[src/rtl/eclk_pkg.sv]
package eclk_pkg;
  localparam int NUM_IN    = 2;
  localparam int PAYLOAD_W = 10;
  localparam int FRAME_W   = PAYLOAD_W + 2;
  localparam int CNT_W     = $clog2(FRAME_W);
  localparam int MAP_W     = 2 * NUM_IN;
  localparam int FILL_ONES = (PAYLOAD_W - MAP_W) / 2;

  typedef logic [PAYLOAD_W-1:0] payload_t;

  // Lock pattern: the lower half of the payload set, so that with the start
  // and stop bits the line sees six ones then six zeros.
  localparam payload_t SYNC_WORD = payload_t'((1 << (PAYLOAD_W / 2)) - 1);
endpackage

[src/rtl/eclk_sync.sv]
module eclk_sync #(
  parameter int W      = 2,
  parameter int STAGES = 2
) (
  input  logic         clk,
  input  logic         rst_n,
  input  logic [W-1:0] d_async,
  output logic [W-1:0] d_sync
);
  logic [STAGES-1:0][W-1:0] chain;

  always_ff @(posedge clk) begin
    if (!rst_n) chain[0] <= '0;
    else        chain[0] <= d_async;
  end

  for (genvar s = 1; s < STAGES; s++) begin : g_stage
    always_ff @(posedge clk) begin
      if (!rst_n) chain[s] <= '0;
      else        chain[s] <= chain[s-1];
    end
  end

  assign d_sync = chain[STAGES-1];
endmodule

[src/rtl/eclk_payload_map.sv]
module eclk_payload_map
  import eclk_pkg::*;
(
  input  logic [NUM_IN-1:0] lvl,
  output payload_t          word
);
  for (genvar i = 0; i < NUM_IN; i++) begin : g_pair
    assign word[2*i]   = lvl[i];
    assign word[2*i+1] = ~lvl[i];
  end

  for (genvar j = MAP_W; j < PAYLOAD_W; j++) begin : g_fill
    assign word[j] = (j < MAP_W + FILL_ONES) ? 1'b1 : 1'b0;
  end
endmodule

[src/rtl/eclk_framer.sv]
module eclk_framer
  import eclk_pkg::*;
(
  input  logic     clk,
  input  logic     rst_n,
  input  payload_t data_word,
  input  logic     sync_req,
  output logic     ser_out,
  output logic     frame_start
);
  localparam logic [CNT_W-1:0] LAST = CNT_W'(FRAME_W - 1);

  logic [CNT_W-1:0] cnt;
  payload_t         shreg;

  always_ff @(posedge clk) begin
    if (!rst_n) begin
      cnt         <= '0;
      shreg       <= '0;
      ser_out     <= 1'b0;
      frame_start <= 1'b0;
    end else begin
      frame_start <= (cnt == '0);
      if (cnt == '0) begin
        shreg   <= sync_req ? SYNC_WORD : data_word;
        ser_out <= 1'b1;
        cnt     <= cnt + 1'b1;
      end else if (cnt == LAST) begin
        ser_out <= 1'b0;
        cnt     <= '0;
      end else begin
        ser_out <= shreg[0];
        shreg   <= shreg >> 1;
        cnt     <= cnt + 1'b1;
      end
    end
  end
endmodule

[src/rtl/emb_clk_serializer.sv]
module emb_clk_serializer
  import eclk_pkg::*;
#(
  parameter int SYNC_STAGES = 2
) (
  input  logic clk,
  input  logic rst_n,
  input  logic din_a,
  input  logic din_b,
  input  logic sync_req,
  output logic ser_out,
  output logic frame_start
);
  logic [NUM_IN-1:0] lvl_sync;
  payload_t          data_word;

  eclk_sync #(.W(NUM_IN), .STAGES(SYNC_STAGES)) u_sync (
    .clk     (clk),
    .rst_n   (rst_n),
    .d_async ({din_b, din_a}),
    .d_sync  (lvl_sync)
  );

  eclk_payload_map u_map (
    .lvl  (lvl_sync),
    .word (data_word)
  );

  eclk_framer u_framer (
    .clk         (clk),
    .rst_n       (rst_n),
    .data_word   (data_word),
    .sync_req    (sync_req),
    .ser_out     (ser_out),
    .frame_start (frame_start)
  );
endmodule

[config.mk]
export PLATFORM = sky130hd
export DESIGN_NAME = emb_clk_serializer
export DESIGN_NICKNAME = d
export VERILOG_FILES = /design/src/rtl/eclk_pkg.sv /design/src/rtl/eclk_sync.sv /design/src/rtl/eclk_payload_map.sv /design/src/rtl/eclk_framer.sv /design/src/rtl/emb_clk_serializer.sv
export SDC_FILE = /design/constraint.sdc
export NUM_CORES = 1
export LEC_CHECK = 0
export BUFFER_PORTS_ARGS = -buffer_cell sky130_fd_sc_hd__buf_2
export CAP_MARGIN = 10
export CELL_PAD_IN_SITES_DETAIL_PLACEMENT = 0
export CELL_PAD_IN_SITES_GLOBAL_PLACEMENT = 1
export CORE_MARGIN = 5
export CORE_UTILIZATION = 40
export DETAILED_ROUTE_END_ITERATION = 8
export GPL_ROUTABILITY_DRIVEN = 0
export HOLD_SLACK_MARGIN = 0.02
export PLACE_DENSITY = 0.68
export SYNTH_ARGS = -nofsm -noshare
export SYNTH_HDL_FRONTEND = slang
export SYNTH_SLANG_ARGS = --single-unit
[constraint.sdc]
create_clock -name clk -period 2 [get_ports clk]
set_clock_uncertainty 0.1 [all_clocks]
set_input_delay 0.1 -clock clk [delete_from_list [all_inputs] [get_ports clk]]
set_output_delay 0.1 -clock clk [all_outputs]
set_load 0.005 [all_outputs]
==> results.md, run 1 <==
* Routed Wire Length at 1260 um
* Hold Crit Class: input port to register
* Die Y at 51.9 um
* Status: completed
* WL per Instance at 12.3 um
* H-tree depth reported by CTS at 1
* Final setup viols at 0
* CTS tree: built
* Vias per cell at 5.17
* Layout net count at 85
* Hold Path Sink: u_framer.shreg[4]
* Clk slew on worst S/H paths at 0.10 ns
* DR iter-0 viols at 2
* R2R Path Start: u_framer.cnt[0]
* Async SR Flop Fraction at 0%
* Ratio of cells with drive above 1 in the final layout at 15.6%
* Pre-CTS WS at 0.403 ns
* Post-DP Area at 748 sq um
* Hold slack at 0.0737 ns
* Setup Crit Path Kind: register to register
* Max rail drop VDD at 0.376 mV
* R2R setup slack at 0.40 ns
* Die area at 2700 sq um
* Vias at 527
* Syn avg cell area at 10.3 sq um
* PwrDens at 829 nW/um^2
* Crit path required time at 2.10 ns
* Peak Freq at 0.623 GHz
* Total of max-cap violations at 0
* Worst Setup Start Kind: register
* Most common cell in the netlist: dfxtp_1
* Initial antenna violation count at 0
* Final WS setup at 0.395 ns
* First-pass GRT wire length at 2230 um
* Final Hold Viols at 0
* Worst Path Max Fanout at 5
* Netlist cell types at 30
* Least-Margin Pin Slew at 0.460 ns
* Share of the synthesized area in the top cell type at 48.4%
* Hold path start: rst_n
* Placed cell count at 96
* Final HPWL DP at 860 um
* Clk_lat worst skew at 0.29 ns
* R2r endpoint: u_framer.shreg[2]
* Rows at 15
* RSZ-0062 raised after global routing: no
* CTS Buffer Depth at 2
* Worst setup EP type: register
* Clock Sink Count at 17
* Largest net degree at the start of global routing at 19
* Synth area leader: dfxtp_1
* Syn Inst Count at 68
* Post-Syn Area at 703 sq um
* Initial Util at 41.2%
* First drt pass iteration count at 4
* Final instance area at 796 sq um
* # Post-CTS Setup Buffers at 0
* Hold Path Cell Cnt at 2
* #FFs+latches synth at 17
* Pwr Total at 0.660 mW
* Boundary pin count at 7
* Finished Core Util at 46.6%
* Total CTS buffers at 3
* N_diodes at 0
* Final cell count without fillers at 102
* Gr usage total at 11.4%
* Buffers on Ports at 6
* Post-Route Setup TNS at 0 ns
* Vias in the first global route at 490
* Slew headroom at 69.3%
* Tmin final at 1.60 ns
* Synth Net Count at 75
* P_leak at 0.341 nW
* Max-slew violations at 0
* Post-synth top cells: dfxtp_1 (17), a21boi_1 (5), and2_1 (5)
* Root buffer cell: clkbuf_4
* Antenna Nets Post-Route at 0
* CORE AREA at 1710 sq um
* R2R depth at 5
* Commonest register cell after synthesis: dfxtp_1
* Grt ovf at 0
* Detailed-route DRC error count at 0
* WP data arrival at 1.71 ns
* Final critical-path share of the clock period at 80.2%
* Ranking of synthesized cells by area: dfxtp_1 (48%), a21boi_1 (5.3%), and2_1 (4.4%)
* Sequential fraction of the synthesis area at 48.4%
* Synth warnings at 0
* DIE WIDTH at 51.9 um
* Synthesis-to-finish area growth at 13.2%
* Post-synth EDFFs at 0
==> layout by cell type, fill, tap and decap left out, types with 2 or more instances in the layout <==
cell type and instances:
dfxtp_1 17, buf_2 6, and2_1 5, a21boi_1 5, nor2_1 3, nor2b_1 3
clkbuf_4 3, inv_1 2, nand2_1 2, and3b_1 2, o21ai_1 2, and3_1 2
mux2i_1 2, a21oi_1 2, a2bb2oi_1 2, o211a_1 2, ha_1 2, dlygate4sd3_1 2
==> power by group <==
group	leakage (nW)	switching, mW	internal, mW
sequential	0.141	0.0195	0.368
clock	0.0177	0.115	0.0745
combinational	0.182	0.0377	0.0456
==> registers in the layout (all words and copies together), names as in the netlist <==
signal                cells
u_framer.frame_start      1
u_framer.shreg            7
u_framer.cnt              4
u_sync.chain              2
u_framer.ser_out          1
u_sync.d_sync             2
==> cell families after synthesis <==
group / synth area share [%]
flops: 48.4
simple gates: 21.2
fa+ha+maj: 3.56
compound gates: 20.6
mux: 2.85
buf+inv: 3.38
==> cell type report <==
| class | instances | area (sq um) |
|---|---|---|
| fillers | 164 | 912 |
| repair buffers | 8 | 50.0 |
| flip-flops and latches | 17 | 340 |
| multi-input cells | 46 | 339 |
| clock buffers | 3 | 22.5 |
| clock inverters | 1 | 5.00 |
| well taps | 25 | 31.3 |
| inverters | 2 | 7.51 |
==> critical path, stage by stage (launching register included) <==
cell and delay, ns:
dfxtp_1 0.35, inv_1 0.07, ha_1 0.21, or4b_1 0.47, o221ai_1 0.16, o21ba_1 0.16
==> layer usage <==
layer  share of wire (%)  vias up  GRT usage [%]
met4                 3.6        0           9.17
met1                  49      247           14.1
li1                    -      261              -
met5                   0        -              0
met3                 4.1        5           2.58
met2                  43       14           16.5
==> worst max-delay path by stage <==
stage                     from           endpoint  slack [ns]
3_5_place_dp   u_framer.cnt[0]  u_framer.shreg[2]        0.40
2_1_floorplan  u_framer.cnt[0]  u_framer.shreg[2]        0.48
3_3_place_gp   u_framer.cnt[0]  u_framer.shreg[2]        0.43
6_report       u_framer.cnt[0]  u_framer.shreg[2]        0.40
5_1_grt        u_framer.cnt[0]  u_framer.shreg[2]        0.29
4_1_cts        u_framer.cnt[0]  u_framer.shreg[2]        0.38
==> timing repair <==
action,4_1_cts,5_1_grt
hold buffers,2,0
resized for setup,0,0
hold endpoints to repair,2,0
setup endpoints to repair,0,0
Power figures use the tool's default switching activity.
==> run 2: changes to the inputs <==
clock period = 1.5 ns   (was 2 ns; I/O delays follow)
==> results.md, run 2 (synthesis gave the netlist of run 1 again) <==
* Status: completed
* CORE AREA at 1710 sq um
* DR iter-0 viols at 2
* Synthesis-to-finish area growth at 27.0%
* Layout net count at 93
* Hold path start: rst_n
* Hold Path Cell Cnt at 2
* P_leak at 0.384 nW
* GR Layer Usage met1 at 13.5%
* Detailed-route DRC error count at 0
* Root buffer cell: clkbuf_4
* Worst Setup SP: u_framer.cnt[1]
* Vias per cell at 4.83
* Final critical-path share of the clock period at 97.1%
* Least-Margin Pin Slew at 0.261 ns
* Commonest non-fill, non-tap cell in the layout: dfxtp_1
* PwrDens at 1020 nW/um^2
* Setup Crit Path Kind: register to register
* DIE WIDTH at 51.9 um
* Die area at 2700 sq um
* Max-slew violations at 0
* Gr usage total at 11.0%
* Worst Path Max Fanout at 2
* Crit path required time at 1.60 ns
* Finished Core Util at 52.3%
* Largest net degree at the start of global routing at 19
* Boundary pin count at 7
* CP Cell Sequence: inv_2 -> ha_4 -> or4b_4 -> o221ai_2 -> o21ba_1
* First drt pass iteration count at 2
* Worst setup EP type: register
* CTS tree: built
* N_diodes at 0
* Worst Setup Start Kind: register
* Fill count at 148
* Total of max-cap violations at 0
* R2r endpoint: u_framer.shreg[2]
* Met3 GRT Util at 2.58%
* Clk_lat worst skew at 0.29 ns
* Peak Freq at 0.686 GHz
* Total CTS buffers at 3
* Final Hold Viols at 0
* Die Y at 51.9 um
* Initial antenna violation count at 0
* Final HPWL DP at 909 um
* Max rail drop VDD at 0.492 mV
* Top reg by flops: u_framer.shreg
* R2R depth at 5
* Slew headroom at 82.6%
* Final setup viols at 0
* CTS Buffer Depth at 2
* Max reg flops at 7
* Clk slew on worst S/H paths at 0.10 ns
* Crit-path slowest cell: or4b_4
* Buffers on Ports at 6
* Most frequent cells in the layout: dfxtp_1 (15), buf_4 (8), buf_2 (6), and2_1 (5), a21boi_1 (5)
* Tmin final at 1.46 ns
* First-pass GRT wire length at 2190 um
* Antenna Nets Post-Route at 0
* Hold Crit Class: input port to register
* WP data arrival at 1.56 ns
* WL per Instance at 11.2 um
* Clock Sink Count at 17
* R2R setup slack at 0.04 ns
* Ratio of cells with drive above 1 in the final layout at 32.9%
* Regs by FF count: u_framer.shreg x7, u_framer.cnt x4
* Busiest grt layer: met2
* Vias in the first global route at 517
* Routed Wire Length at 1230 um
* RSZ-0062 raised after global routing: no
* Initial Util at 41.2%
* Vias at 531
* Post-Route Setup TNS at 0 ns
* R2R Path Start: u_framer.cnt[1]
* Rows at 15
* Max incr delay on CP at 0.46 ns
* Routing usage on met2 at 16.7%
* Grt ovf at 0
* End point of the critical path: u_framer.shreg[2]
* H-tree depth reported by CTS at 1
-- run 2: cell types whose count changed in the layout (fill, tap and decap cells not counted), moves of 2 or more --
cell,change
inv_2,+2
ha_1,-2
dfxtp_1,-2
buf_4,+8
ha_4,+2
inv_1,-2
dfxtp_2,+2
-- run 2: worst min path at each step --
| stage | to | slack, ns |
|---|---|---|
| 2_1_floorplan | u_sync.chain[1] | 0.1 |
| 3_3_place_gp | u_sync.chain[1] | 0.18 |
| 3_5_place_dp | u_sync.chain[1] | 0.18 |
| 4_1_cts | u_framer.shreg[1] | 0.03 |
| 5_1_grt | u_framer.shreg[1] | 0.04 |
| 6_report | u_framer.shreg[1] | 0.04 |
-- run 2: final cells by class --
cell class	count	area, sq um	share of cell area (%)
clock buffers	3	22.5	2.52
clock inverters	1	5.00	0.560
inverters	2	7.51	0.840
multi-input cells	46	374	41.9
flip-flops and latches	17	343	38.4
well taps	25	31.3	3.50
repair buffers	16	110	12.3
-- run 2: timing repair --
item	4_1_cts	5_1_grt
hold buffers	2	0
hold endpoints to repair	2	0
buffers inserted	0	0
endpoints found under the setup margin	1	4
pin swaps	2	2
resized for setup	6	2
-- run 2: critical path: cells and delay by family, from the launching register on --
| kind | cells | cell delay [ns] |
|---|---|---|
| fa+ha+maj | 1 | 0.12 |
| flops | 1 | 0.33 |
| compound gates | 2 | 0.29 |
| simple gates | 1 | 0.46 |
| buf+inv | 1 | 0.06 |
-- run 2: stage by stage --
| step | worst slack (ns) | instance area (sq um) | hold WS (ns) | std cells | power, mW |
|---|---|---|---|---|---|
| floorplan | 0.00122 | 709 | 0.0967 | 68 | 0.605 |
| global placement | 0.0312 | 815 | 0.180 | 104 | 0.656 |
| detailed placement | -0.0172 | 815 | 0.182 | 104 | 0.660 |
| finish | 0.0428 | 893 | 0.0429 | 110 | 0.907 |
| global route | 0.00261 | 893 | 0.0440 | 110 | 0.970 |
| CTS | -0.00123 | 881 | 0.0341 | 110 | 0.928 |
-- run 2: report_power, final --
group	switching, mW	total (mW)	leakage [nW]	internal [mW]
clock network	0.145	0.244	0.0177	0.0993
registers	0.0219	0.513	0.141	0.491
logic	0.0633	0.150	0.225	0.0867
total	0.230	0.907	0.384	0.677
-- run 2: layer usage --
layer	up-vias	share of wire [%]
li1	276	-
met1	244	49
met2	8	45
met3	3	3.6
met4	0	2.5
met5	-	0
==> run 3: changes to the inputs <==
CORE_MARGIN = 2   (was 5)
CTS_BUF_LIST = sky130_fd_sc_hd__clkbuf_8   (was default)
==> results.md, run 3 (synthesis gave the netlist of run 1 again) <==
* WP data arrival at 1.52 ns
* Max incr delay on CP at 0.47 ns
* Total CTS buffers at 3
* R2R depth at 5
* Worst setup EP type: register
* Root buffer cell: clkbuf_8
* Status: completed
* Final cell count without fillers at 103
* Crit-path slowest cell: or4b_4
* Die area at 2110 sq um
* Largest net degree at the start of global routing at 19
* Initial antenna violation count at 0
* Final HPWL DP at 869 um
* Commonest non-fill, non-tap cell in the layout: dfxtp_1
* Final Hold Viols at 0
* Max rail drop VDD at 0.854 mV
* WL per Instance at 12.9 um
* Gr usage total at 15.8%
* Synthesis-to-finish area growth at 29.0%
* Peak Freq at 0.675 GHz
* Slew headroom at 80.9%
* DR iter-0 viols at 4
* Antenna Nets Post-Route at 0
* Hold slack at 0.112 ns
* Final critical-path share of the clock period at 98.7%
* Clock Sink Count at 17
* First-pass GRT wire length at 2260 um
* Clk slew on worst S/H paths at 0.06 ns
* PwrDens at 1090 nW/um^2
* Regs by FF count: u_framer.shreg x7, u_framer.cnt x4
* Vias at 543
* Ratio of cells with drive above 1 in the final layout at 31.4%
* Vias per cell at 5.27
* First drt pass iteration count at 2
* Hold path start: rst_n
* Routed Wire Length at 1320 um
* Buffers on Ports at 6
* CTS tree: built
* Hold Path Cell Cnt at 2
* Detailed-route DRC error count at 0
* CP Cell Sequence: inv_2 -> ha_4 -> or4b_4 -> o221ai_2 -> o21ba_1
* Setup Crit Path Kind: register to register
* CTS Buffer Depth at 2
* Final instance area at 907 sq um
* Vias in the first global route at 505
* DIE WIDTH at 45.9 um
* Crit path required time at 1.54 ns
* P_leak at 0.398 nW
* Worst Path Max Fanout at 2
* Max-slew violations at 0
* Final setup viols at 0
* Post-DP Area at 812 sq um
* Tmin final at 1.48 ns
* Max reg flops at 7
* Grt ovf at 0
* Rows at 15
* Least-Margin Pin Slew at 0.286 ns
* Clk_lat worst skew at 0.25 ns
* Die Y at 45.9 um
* H-tree depth reported by CTS at 1
* Total of max-cap violations at 0
* R2R setup slack at 0.02 ns
* Worst Setup Start Kind: register
* N_diodes at 0
* Hold Path Sink: u_framer.shreg[1]
* Top reg by flops: u_framer.shreg
* Boundary pin count at 7
* Hold Crit Class: input port to register
* Most frequent cells in the layout: dfxtp_1 (16), buf_4 (9), buf_2 (6), and2_1 (5), a21boi_1 (5)
* # Post-CTS Setup Buffers at 0
* Final WS setup at 0.0195 ns
* CORE AREA at 1690 sq um
* RSZ-0062 raised after global routing: yes
* Placed cell count at 97
* R2r endpoint: u_framer.shreg[2]
* Layout net count at 94
* Initial Util at 41.6%
* R2R Path Start: u_framer.cnt[1]
* Pre-CTS WS at -0.0109 ns
run 3: cell count changes in the layout (fill, tap and decap cells not counted), sizes merged:
cell    before  now
buf         14   15
inv          2    3
clkinv       1    0
run 3: worst max path at each step:
stage                     from           endpoint  cells after the start
4_1_cts        u_framer.cnt[0]  u_framer.shreg[2]                      5
2_1_floorplan  u_framer.cnt[0]  u_framer.shreg[2]                      5
3_5_place_dp   u_framer.cnt[0]  u_framer.shreg[2]                      5
3_3_place_gp   u_framer.cnt[0]  u_framer.shreg[2]                      5
5_1_grt        u_framer.cnt[0]  u_framer.shreg[2]                      5
6_report       u_framer.cnt[1]  u_framer.shreg[2]                      5
run 3: where the power goes:
group | internal [mW] | leakage [nW] | switching [mW]
Clock | 0.181 | 0.0269 | 0.142
Combinational | 0.0865 | 0.230 | 0.0652
Sequential | 0.491 | 0.141 | 0.0222
run 3: per-stage QoR:
step                      total power, mW  utilization [%]  TNS [ns]
final                               0.988             53.7         0
after global routing                 1.04             53.7   -0.0285
after CTS                           0.997             53.0   -0.0214
after detailed placement            0.657             48.1   -0.0109
after global placement              0.656             48.1         0
after floorplan                     0.605                -         0
run 3: cell type report:
| class | instances | area, sq um |
|---|---|---|
| fill | 154 | 782 |
| multi-input combinational | 46 | 374 |
| sequential | 17 | 342 |
| timing repair buffer | 17 | 118 |
| clock buffer | 3 | 41.3 |
| tap | 17 | 21.3 |
| inverter | 2 | 7.51 |
| clock inverter | 1 | 3.75 |
run 3: critical path: cells and delay by family, from the launching register on:
family,cells,cell delay [ns]
fa+ha+maj,1,0.12
flops,1,0.32
compound gates,2,0.30
simple gates,1,0.47
buf+inv,1,0.07
run 3: what timing repair did:
item / in CTS / in global routing
hold buffers: 2 / 0
cloned: 0 / 0
setup endpoints to repair: 1 / 4
resized for setup: 5 / 2
hold endpoints to repair: 2 / 0
pin swaps: 2 / 3
run 3: per-layer routing:
layer	GRT usage (%)	share of wire, %	vias up
li1	-	-	278
met1	18.2	49	256
met2	26.7	48	7
met3	5.95	2.2	2
met4	5.14	0.76	0
met5	0	0	-
